[src/rtl/ise_pkg.sv]
// Shared types for the inline store engine.
// Assumes: the class is formed from one accepted method write per cycle.
package ise_pkg;

    typedef enum logic [2:0] {
        CLS_NONE,     // nothing accepted this cycle
        CLS_REG,      // plain register write, storage only
        CLS_LAUNCH,   // launch register write, rewinds the offset
        CLS_STORE,    // payload write that issues a store
        CLS_BAD_CFG,  // payload write refused by the configuration
        CLS_BAD_IDX   // index outside the register file
    } cmd_class_e;

endpackage

[src/rtl/ise_decode.sv]
// Classifies the method write accepted this cycle.
// Assumes: linear and origin_zero reflect the registers before this write.
module ise_decode #(
    parameter int MW        = 8,
    parameter int NUM_REGS  = 127,
    parameter int LAUNCH_IX = 'h6C,
    parameter int DATA_IX   = 'h6D
) (
    input  logic                    accept,
    input  logic [MW-1:0]           method,
    input  logic                    linear,
    input  logic                    origin_zero,
    output ise_pkg::cmd_class_e     cls
);
    import ise_pkg::*;

    // Purpose: map index and configuration state to one command class.
    always_comb begin
        cls = CLS_NONE;
        if (accept) begin
            if (32'(method) >= NUM_REGS)
                cls = CLS_BAD_IDX;
            else if (32'(method) == LAUNCH_IX)
                cls = CLS_LAUNCH;
            else if (32'(method) == DATA_IX)
                cls = (linear && origin_zero) ? CLS_STORE : CLS_BAD_CFG;
            else
                cls = CLS_REG;
        end
    end
endmodule

[src/rtl/ise_regfile.sv]
// Method-indexed register file; exposes only the fields the engine uses.
// Assumes: at most one write per cycle and an index already range-checked.
module ise_regfile #(
    parameter int MW        = 8,
    parameter int DW        = 32,
    parameter int NUM_REGS  = 127,
    parameter int ADDR_HI   = 'h62,
    parameter int ADDR_LO   = 'h63,
    parameter int ORG_Z     = 'h69,
    parameter int ORG_X     = 'h6A,
    parameter int ORG_Y     = 'h6B,
    parameter int LAUNCH_IX = 'h6C
) (
    input  logic            clk,
    input  logic            rst_n,
    input  logic            we,
    input  logic [MW-1:0]   widx,
    input  logic [DW-1:0]   wdata,
    output logic [2*DW-1:0] base_addr,
    output logic            linear,
    output logic            origin_zero
);
    logic [DW-1:0] regs [NUM_REGS];

    for (genvar g = 0; g < NUM_REGS; g++) begin : g_reg
        // Purpose: hold one register, written when its index is selected.
        always_ff @(posedge clk) begin
            if (!rst_n)
                regs[g] <= '0;
            else if (we && (32'(widx) == g))
                regs[g] <= wdata;
        end
    end

    // Purpose: present the destination and mode fields.
    always_comb begin
        base_addr   = {regs[ADDR_HI], regs[ADDR_LO]};
        linear      = regs[LAUNCH_IX][0];
        origin_zero = (regs[ORG_X] == '0) && (regs[ORG_Y] == '0) && (regs[ORG_Z] == '0);
    end
endmodule

[src/rtl/ise_offset.sv]
// Running word offset: cleared by a launch write, advanced by each completed store.
// Assumes: clear has priority over advance in the same cycle.
module ise_offset #(
    parameter int OFF_W = 32
) (
    input  logic             clk,
    input  logic             rst_n,
    input  logic             clear,
    input  logic             advance,
    output logic [OFF_W-1:0] offset_q
);
    // Purpose: update the offset counter.
    always_ff @(posedge clk) begin
        if (!rst_n)
            offset_q <= '0;
        else if (clear)
            offset_q <= '0;
        else if (advance)
            offset_q <= offset_q + 1'b1;
    end
endmodule

[src/rtl/ise_store_port.sv]
// One-entry store request register with valid/ready handshake.
// Assumes: load is only raised when the entry is empty or leaving this cycle.
module ise_store_port #(
    parameter int AW = 64,
    parameter int DW = 32
) (
    input  logic          clk,
    input  logic          rst_n,
    input  logic          load,
    input  logic [AW-1:0] load_addr,
    input  logic [DW-1:0] load_data,
    input  logic          mem_ready,
    output logic          mem_valid,
    output logic [AW-1:0] mem_addr,
    output logic [DW-1:0] mem_data
);
    // Purpose: capture a new store or retire the accepted one.
    always_ff @(posedge clk) begin
        if (!rst_n) begin
            mem_valid <= 1'b0;
            mem_addr  <= '0;
            mem_data  <= '0;
        end else if (load) begin
            mem_valid <= 1'b1;
            mem_addr  <= load_addr;
            mem_data  <= load_data;
        end else if (mem_ready) begin
            mem_valid <= 1'b0;
        end
    end
endmodule

[src/rtl/inline_store_engine.sv]
// Top: turns payload method writes into consecutive word stores.
// Assumes: memory holds mem_ready meaningful only while mem_valid is high.
module inline_store_engine #(
    parameter int MW        = 8,
    parameter int DW        = 32,
    parameter int AW        = 64,
    parameter int OFF_W     = 32,
    parameter int NUM_REGS  = 127,
    parameter int LAUNCH_IX = 'h6C,
    parameter int DATA_IX   = 'h6D
) (
    input  logic          clk,
    input  logic          rst_n,
    input  logic          cmd_valid,
    output logic          cmd_ready,
    input  logic [MW-1:0] cmd_method,
    input  logic [DW-1:0] cmd_value,
    output logic          mem_valid,
    input  logic          mem_ready,
    output logic [AW-1:0] mem_addr,
    output logic [DW-1:0] mem_data,
    output logic          err_pulse
);
    import ise_pkg::*;

    localparam int BYTE_SH = $clog2(DW / 8);
    localparam int PAD_W   = AW - OFF_W - BYTE_SH;

    logic             accept;
    logic             fire;
    cmd_class_e       cls;
    logic [AW-1:0]    base_addr;
    logic             dest_linear;
    logic             dest_origin_zero;
    logic [OFF_W-1:0] offset_q;
    logic [OFF_W-1:0] issue_off;
    logic [AW-1:0]    issue_addr;
    logic             err_q;

    // Purpose: handshake terms for both sides.
    always_comb begin
        fire      = mem_valid && mem_ready;
        cmd_ready = !mem_valid || mem_ready;
        accept    = cmd_valid && cmd_ready;
    end

    ise_decode #(
        .MW(MW), .NUM_REGS(NUM_REGS), .LAUNCH_IX(LAUNCH_IX), .DATA_IX(DATA_IX)
    ) u_decode (
        .accept(accept), .method(cmd_method), .linear(dest_linear),
        .origin_zero(dest_origin_zero), .cls(cls)
    );

    ise_regfile #(
        .MW(MW), .DW(DW), .NUM_REGS(NUM_REGS), .LAUNCH_IX(LAUNCH_IX)
    ) u_regs (
        .clk(clk), .rst_n(rst_n),
        .we((cls != CLS_NONE) && (cls != CLS_BAD_IDX)),
        .widx(cmd_method), .wdata(cmd_value),
        .base_addr(base_addr), .linear(dest_linear), .origin_zero(dest_origin_zero)
    );

    ise_offset #(.OFF_W(OFF_W)) u_offset (
        .clk(clk), .rst_n(rst_n), .clear(cls == CLS_LAUNCH),
        .advance(fire), .offset_q(offset_q)
    );

    // Purpose: address of a store issued now, counting a store completing now.
    always_comb begin
        issue_off  = offset_q + {{(OFF_W-1){1'b0}}, fire};
        issue_addr = base_addr + {{PAD_W{1'b0}}, issue_off, {BYTE_SH{1'b0}}};
    end

    ise_store_port #(.AW(AW), .DW(DW)) u_port (
        .clk(clk), .rst_n(rst_n), .load(cls == CLS_STORE),
        .load_addr(issue_addr), .load_data(cmd_value), .mem_ready(mem_ready),
        .mem_valid(mem_valid), .mem_addr(mem_addr), .mem_data(mem_data)
    );

    // Purpose: one-cycle flag for refused method writes.
    always_ff @(posedge clk) begin
        if (!rst_n)
            err_q <= 1'b0;
        else
            err_q <= (cls == CLS_BAD_IDX) || (cls == CLS_BAD_CFG);
    end

    assign err_pulse = err_q;
endmodule

[config.mk]
export PLATFORM = sky130hd
export DESIGN_NAME = inline_store_engine
export DESIGN_NICKNAME = d
export VERILOG_FILES = /design/src/rtl/ise_pkg.sv /design/src/rtl/ise_decode.sv /design/src/rtl/ise_regfile.sv /design/src/rtl/ise_offset.sv /design/src/rtl/ise_store_port.sv /design/src/rtl/inline_store_engine.sv
export SDC_FILE = /design/constraint.sdc
export NUM_CORES = 1
export LEC_CHECK = 0
export ABC_AREA = 1
export BUFFER_PORTS_ARGS = -buffer_cell sky130_fd_sc_hd__buf_2
export CAP_MARGIN = 40
export CORE_MARGIN = 4
export CORE_UTILIZATION = 50
export DETAILED_ROUTE_END_ITERATION = 8
export PLACE_DENSITY = 0.65
export SYNTH_ARGS = -nofsm -noshare
export SYNTH_HDL_FRONTEND = slang
export SYNTH_SLANG_ARGS = --single-unit
[constraint.sdc]
create_clock -name clk -period 5.4 [get_ports clk]
set_input_delay 1.08 -clock clk [delete_from_list [all_inputs] [get_ports clk]]
set_output_delay 1.08 -clock clk [all_outputs]
set_load 0.01 [all_outputs]
## After elaboration in Yosys (flattened, before gate mapping)

Memory sizes are Yosys's and may differ from the RTL's.
Cells that the tools add are included.

| operators by class | value |
|---|---|
| add/subtract/negate cells | 3 |
| magnitude comparators | 1 |
| equality and inequality tests | 131 |
| muxes and demuxes | 516 |
| bitwise gates (word level) | 128 |
| reductions and logical operators | 143 |

Operators by type and width:

| cell | number |
|---|---|
| two-way mux 32 bit | 127 |
| == test 8 x 7 -> 1 bit, second input constant | 63 |
| two-way mux 1 bit | 384 |
| == test 8 x 6 -> 1 bit, second input constant | 32 |
| logical AND 1 bit | 133 |
| == test 8 x 5 -> 1 bit, second input constant | 16 |
| bitwise OR 1 bit | 127 |
| zero test 32 bit | 3 |
| adder 64 x 34 -> 64 bit | 1 |
| == test 8 x 4 -> 1 bit, second input constant | 8 |
| adder 32 x 1 -> 32 bit | 1 |
| adder 32 x 1 -> 32 bit, second input constant | 1 |
| == test 8 x 3 -> 1 bit, second input constant | 4 |
| == test 8 x 2 -> 1 bit, second input constant | 2 |
| two-way mux 3 bit | 5 |
| == test 8 x 1 -> 1 bit, second input constant | 1 |
| >= comparator 8 x 7 -> 1 bit, second input constant | 1 |
| zero test 8 bit | 1 |
| == test 3 x 2 -> 1 bit, second input constant | 2 |
| == test 3 bit, second input constant | 2 |
| != test 3 bit, second input constant | 1 |
| nonzero test 3 bit | 1 |
| logical OR 1 bit | 2 |
| nonzero test 2 bit | 1 |
| other kinds (3) | 3 |

| storage, ports and cells | value |
|---|---|
| flip-flop bits (word level) | 130 |
| bits in writable memories | 4064 |
| input port bits | 44 |
| output and inout port bits | 99 |
| logic and storage cells | 928 |
| memories | 1 |

Memory list:

| name | depth | bits a word | read ports | clocked after Yosys merged registers in | wr ports | RTL line | source |
|---|---|---|---|---|---|---|---|
| u_regs.regs | 127 | 32 | 6 | 0 | 127 | ise_regfile.sv:23 | `logic [DW-1:0] regs [NUM_REGS];` |

## Logic depth before layout (Yosys ltp)

| logic depth | value |
|---|---|
| depth in word-level cells | 16 |
| gate-level depth with buffers | 29 |
| mapped depth without buffers | 29 |

## By module

A second synthesis with hierarchy kept.

| unflattened totals | value |
|---|---|
| cells, all modules | 2312 |
| area, all modules | 16846.2 µm² |

Modules (own cells, without submodules):

| module | instances | cells each | area an instance (µm²) | seq. area each (µm²) |
|---|---|---|---|---|
| ise_regfile | 1 | 553 | 6677.7 | 4834.6 |
| inline_store_engine | 1 | 1034 | 4893.4 | 20.0 |
| ise_store_port | 1 | 420 | 3333.2 | 1941.9 |
| ise_offset | 1 | 279 | 1815.5 | 640.6 |
| ise_decode | 1 | 26 | 126.4 | 0.0 |

## Worst setup path before layout

OpenSTA, ideal clock, no wires.

| path | value |
|---|---|
| path kind | in2reg |
| start point | in mem_ready |
| end point | reg u_port.mem_addr[59] |
| library setup time | 0.109 ns |
| arrival time | 4.262 ns |
| required time | 5.291 ns |
| slack | 1.029 ns |
| cell stages on the path | 25 |
| buffers on the path | 0 |
| cells stage by stage | nand2_1 inv_1 ha_1 ha_1 nand3_1 nor2_2 inv_2 nor2_4 inv_2 nor4_4 nand2_1 nor2_1 xor2_1 inv_1 ha_1 a21oi_1 o21ai_0 inv_1 o21bai_1 nand2_1 or2_2 nand3_1 nand3_1 nand2_1 inv_1 |

| between the ends | value |
|---|---|
| longest elaborated chain between the ends | 4 |
| elaborated cells on any way between the ends | 7 |
| those cells by class | add/sub: 2; eq/ne: 1; mux: 1; reduce/logical: 3 |

RTL lines:

| item | RTL line | source |
|---|---|---|
| start, declared | inline_store_engine.sv:19 | `input logic mem_ready,` |
| branches (longest 4 deep; another with adder 64 x 34 -> 64 bit) | - |  |
| end signal, assigned | ise_store_port.sv:25 | `mem_addr <= load_addr;` |
| end, declared | ise_store_port.sv:14 | `output logic [AW-1:0] mem_addr,` |

Parallel ways; which one is timed is not known.
A chain may end at the register's enable or synchronous reset.

## Worst setup path in the final report

Same ends and word-level chain as after synthesis.

==> metrics.yaml <==
outcome: "finished clean"
hp-class: "reg2reg"
min_to: "u_port.mem_addr[4]"
num_antenna_cells: 0
cts_hold_buf: 0
setup_violations: 0
synthFlopType: "edfxtp_1"
rrSetupSlack_ps: 880
r2r-end: "u_port.mem_addr[59]"
nFillCells: 2837
timing.hold.ws_ps: 461.2
cpMaxStageDelayCell: "ha_1"
cp.arrival_ps: 5220
first_global_vias: 12829
worstPathMaxFanout: 6
synth_top_cell_by_area: "edfxtp_1"
leakage_uw: 0.007402
critical_path.endpoint_type: "flop"
slew_headroom_pct: 46.49
final_cell_mix: "nand2_1, nor2_1, inv_1"
post_cts_buffers: 0
hold_depth: 2
grt_max_degree: 67
clockBufferDepth: 3
ioPinCount: 143
layout-drive-gt1-share_pct: 11.37
routed_via_density: 5.472
gp_congestion: 0.9738
fmax_ghz: 0.2100
clock_latency_ps: 560
ir_drop_v: 0.0002319
wl_per_cell_um: 19.26
cts_tree: "built"
avgSynthCellArea_um2: 8.003
clk_pin_slew_worst_paths_ps: 60
wirelength_um: 47500
synth_cell_types: 49
route.detailed.drc: 0
cp.required_ps: 5860
core-area_um2: 29950
final_util_pct: 57.92
synth-seq-cells: 291
min_from: "u_port.mem_addr[4]"
dr.pass1.iters: 6
final_common_cell: "nand2_1"
fp.dieH_um: 183.3
drtIter0Drc: 1547
rsz0062_at_grt: "no"
cts.sinks: 291
io_buffer_count: 142
max-cap-violations: 0
synth-edff-count: 161
numCtsBuffers: 31
fin_crit_ps: 4762
htree_levels: 1
syn-cell-area_um2: 15360
post_cts_resized: 0
tns_ps: 0
dp_hpwl_um: 35780
synth_nets: 1999
num_vias: 13494
async_flop_share_pct: 0
root_buffer: "clkbuf_16"
ys_warn_count: 0
die-width_um: 183.3
worst_slew_pin_slew_ps: 795.3
nets: 2132
report.final.slew_viol_count: 0
gr-total-overflow: 0
skew_ps: 14.46
worstSetupStartpointType: "primary input"
synthTopCellsByArea: "edfxtp_1, dfxtp_1, nand2_1, nor2_1, inv_1"
finalHoldViolCount: 0
grt.total_usage_pct: 27.87
p_per_area_nw_per_um2: 280.4
syn_inst: 1919
grt_pass1_wl_um: 72730
reg2regPathDepth: 25
area_delta_synth_final_pct: 12.98
ant_nets: 0
synth_top_area_share_pct: 31.48
rows: 63
max_stage_delay_ps: 350
antenna_found_initial: 0
crit_type: "in2reg"
yosysSeqAreaShare_pct: 48.43
die-area_um2: 33580
start_util_pct: 51.27
rr_startpoint: "u_port.mem_valid"
post-route-period-util_pct: 88.19
[per-layer routing]
layer,vias up,global-route usage [%],share of wire (%)
li1,6605,-,-
met2,455,45.48,46
met1,6329,39.23,44
met5,-,0,0
met3,105,3.114,6.4
met4,0,8.850,3.5
[critical path, delay by kind of cell]
| family | cells | cell delay (ps) |
|---|---|---|
| adders and majority gates | 3 | 800 |
| buffers and inverters | 7 | 610 |
| AOI/OAI and AO/OA | 3 | 610 |
| xor gates and xnor gates | 1 | 160 |
| and+or+nand+nor | 12 | 1940 |
[cell families (layout without fill, tap and decap cells)]
group	Yosys count	count (layout)	synth area share, %
simple gates	979	979	27.65
flops	291	291	48.43
compound gates	271	271	9.149
buf+inv	270	427	7.683
xor+xnor	72	72	4.106
fa+ha+maj	36	36	2.982
[state kept, by name (all words and copies together), names as in the netlist]
signal             flops
u_port.mem_valid       1
u_regs.regs          161
u_port.mem_addr       64
err_pulse              1
u_port.mem_data       32
u_offset.offset_q     32
[worst max-delay path by stage]
stage                          from             endpoint  slack (ps)
final                     mem_ready  u_port.mem_addr[59]         640
after global routing      mem_ready  u_port.mem_addr[59]         250
after CTS                 mem_ready  u_port.mem_addr[59]         720
after detailed placement  mem_ready  u_port.mem_addr[59]         130
after global placement    mem_ready  u_port.mem_addr[59]         270
after floorplan           mem_ready  u_port.mem_addr[59]        1030
[final cells by class]
cell class              instances  area, µm²  area share (%)
clock buffers                  43      860.8           4.961
clock inverters                14      183.9           1.060
inverters                     213      802.0           4.622
multi-input cells            1358       6740           38.85
flip-flops and latches        291       7437           42.86
well taps                     390      488.0           2.812
repair buffers                157      838.3           4.832
[stage by stage]
step           cell area (µm²)  cells  total power, µW  worst slack, ps
2_1_floorplan            15360   1919             2602             1029
3_3_place_gp             16310   2409             2713            268.9
3_5_place_dp             16310   2409             2716            134.3
4_1_cts                  17350   2466             4890            724.7
5_1_grt                  17350   2466             5010            250.5
6_report                 17350   2466             4866            637.7
[synthesized netlist by cell type, types with 2 or more instances]
library cell	number
a21oi_1	129
ha_1	35
nand2_1	357
or2_2	5
clkbuf_1	21
o21bai_1	6
o21ai_0	104
o211ai_1	2
nand4_1	23
dfxtp_1	130
clkbuf_2	2
xnor2_1	36
o21ai_1	25
nand4_4	3
inv_2	5
nor4_1	8
edfxtp_1	161
buf_1	2
buf_6	19
buf_2	12
nand3_1	94
nor2_2	5
nor3b_1	5
inv_1	206
nor3_2	3
nor2_1	349
a21o_1	2
nand3b_1	4
nand3_2	2
nor3_1	106
xor2_1	36
or2_1	2
nand3_4	3
nor2b_1	2
[power breakdown]
| part | switching [µW] | internal (µW) |
|---|---|---|
| Sequential | 44.9 | 2400 |
| Clock | 893 | 1300 |
| Combinational | 175 | 57.4 |
| Total | 1110 | 3750 |
(Power assumes the default switching activity.)
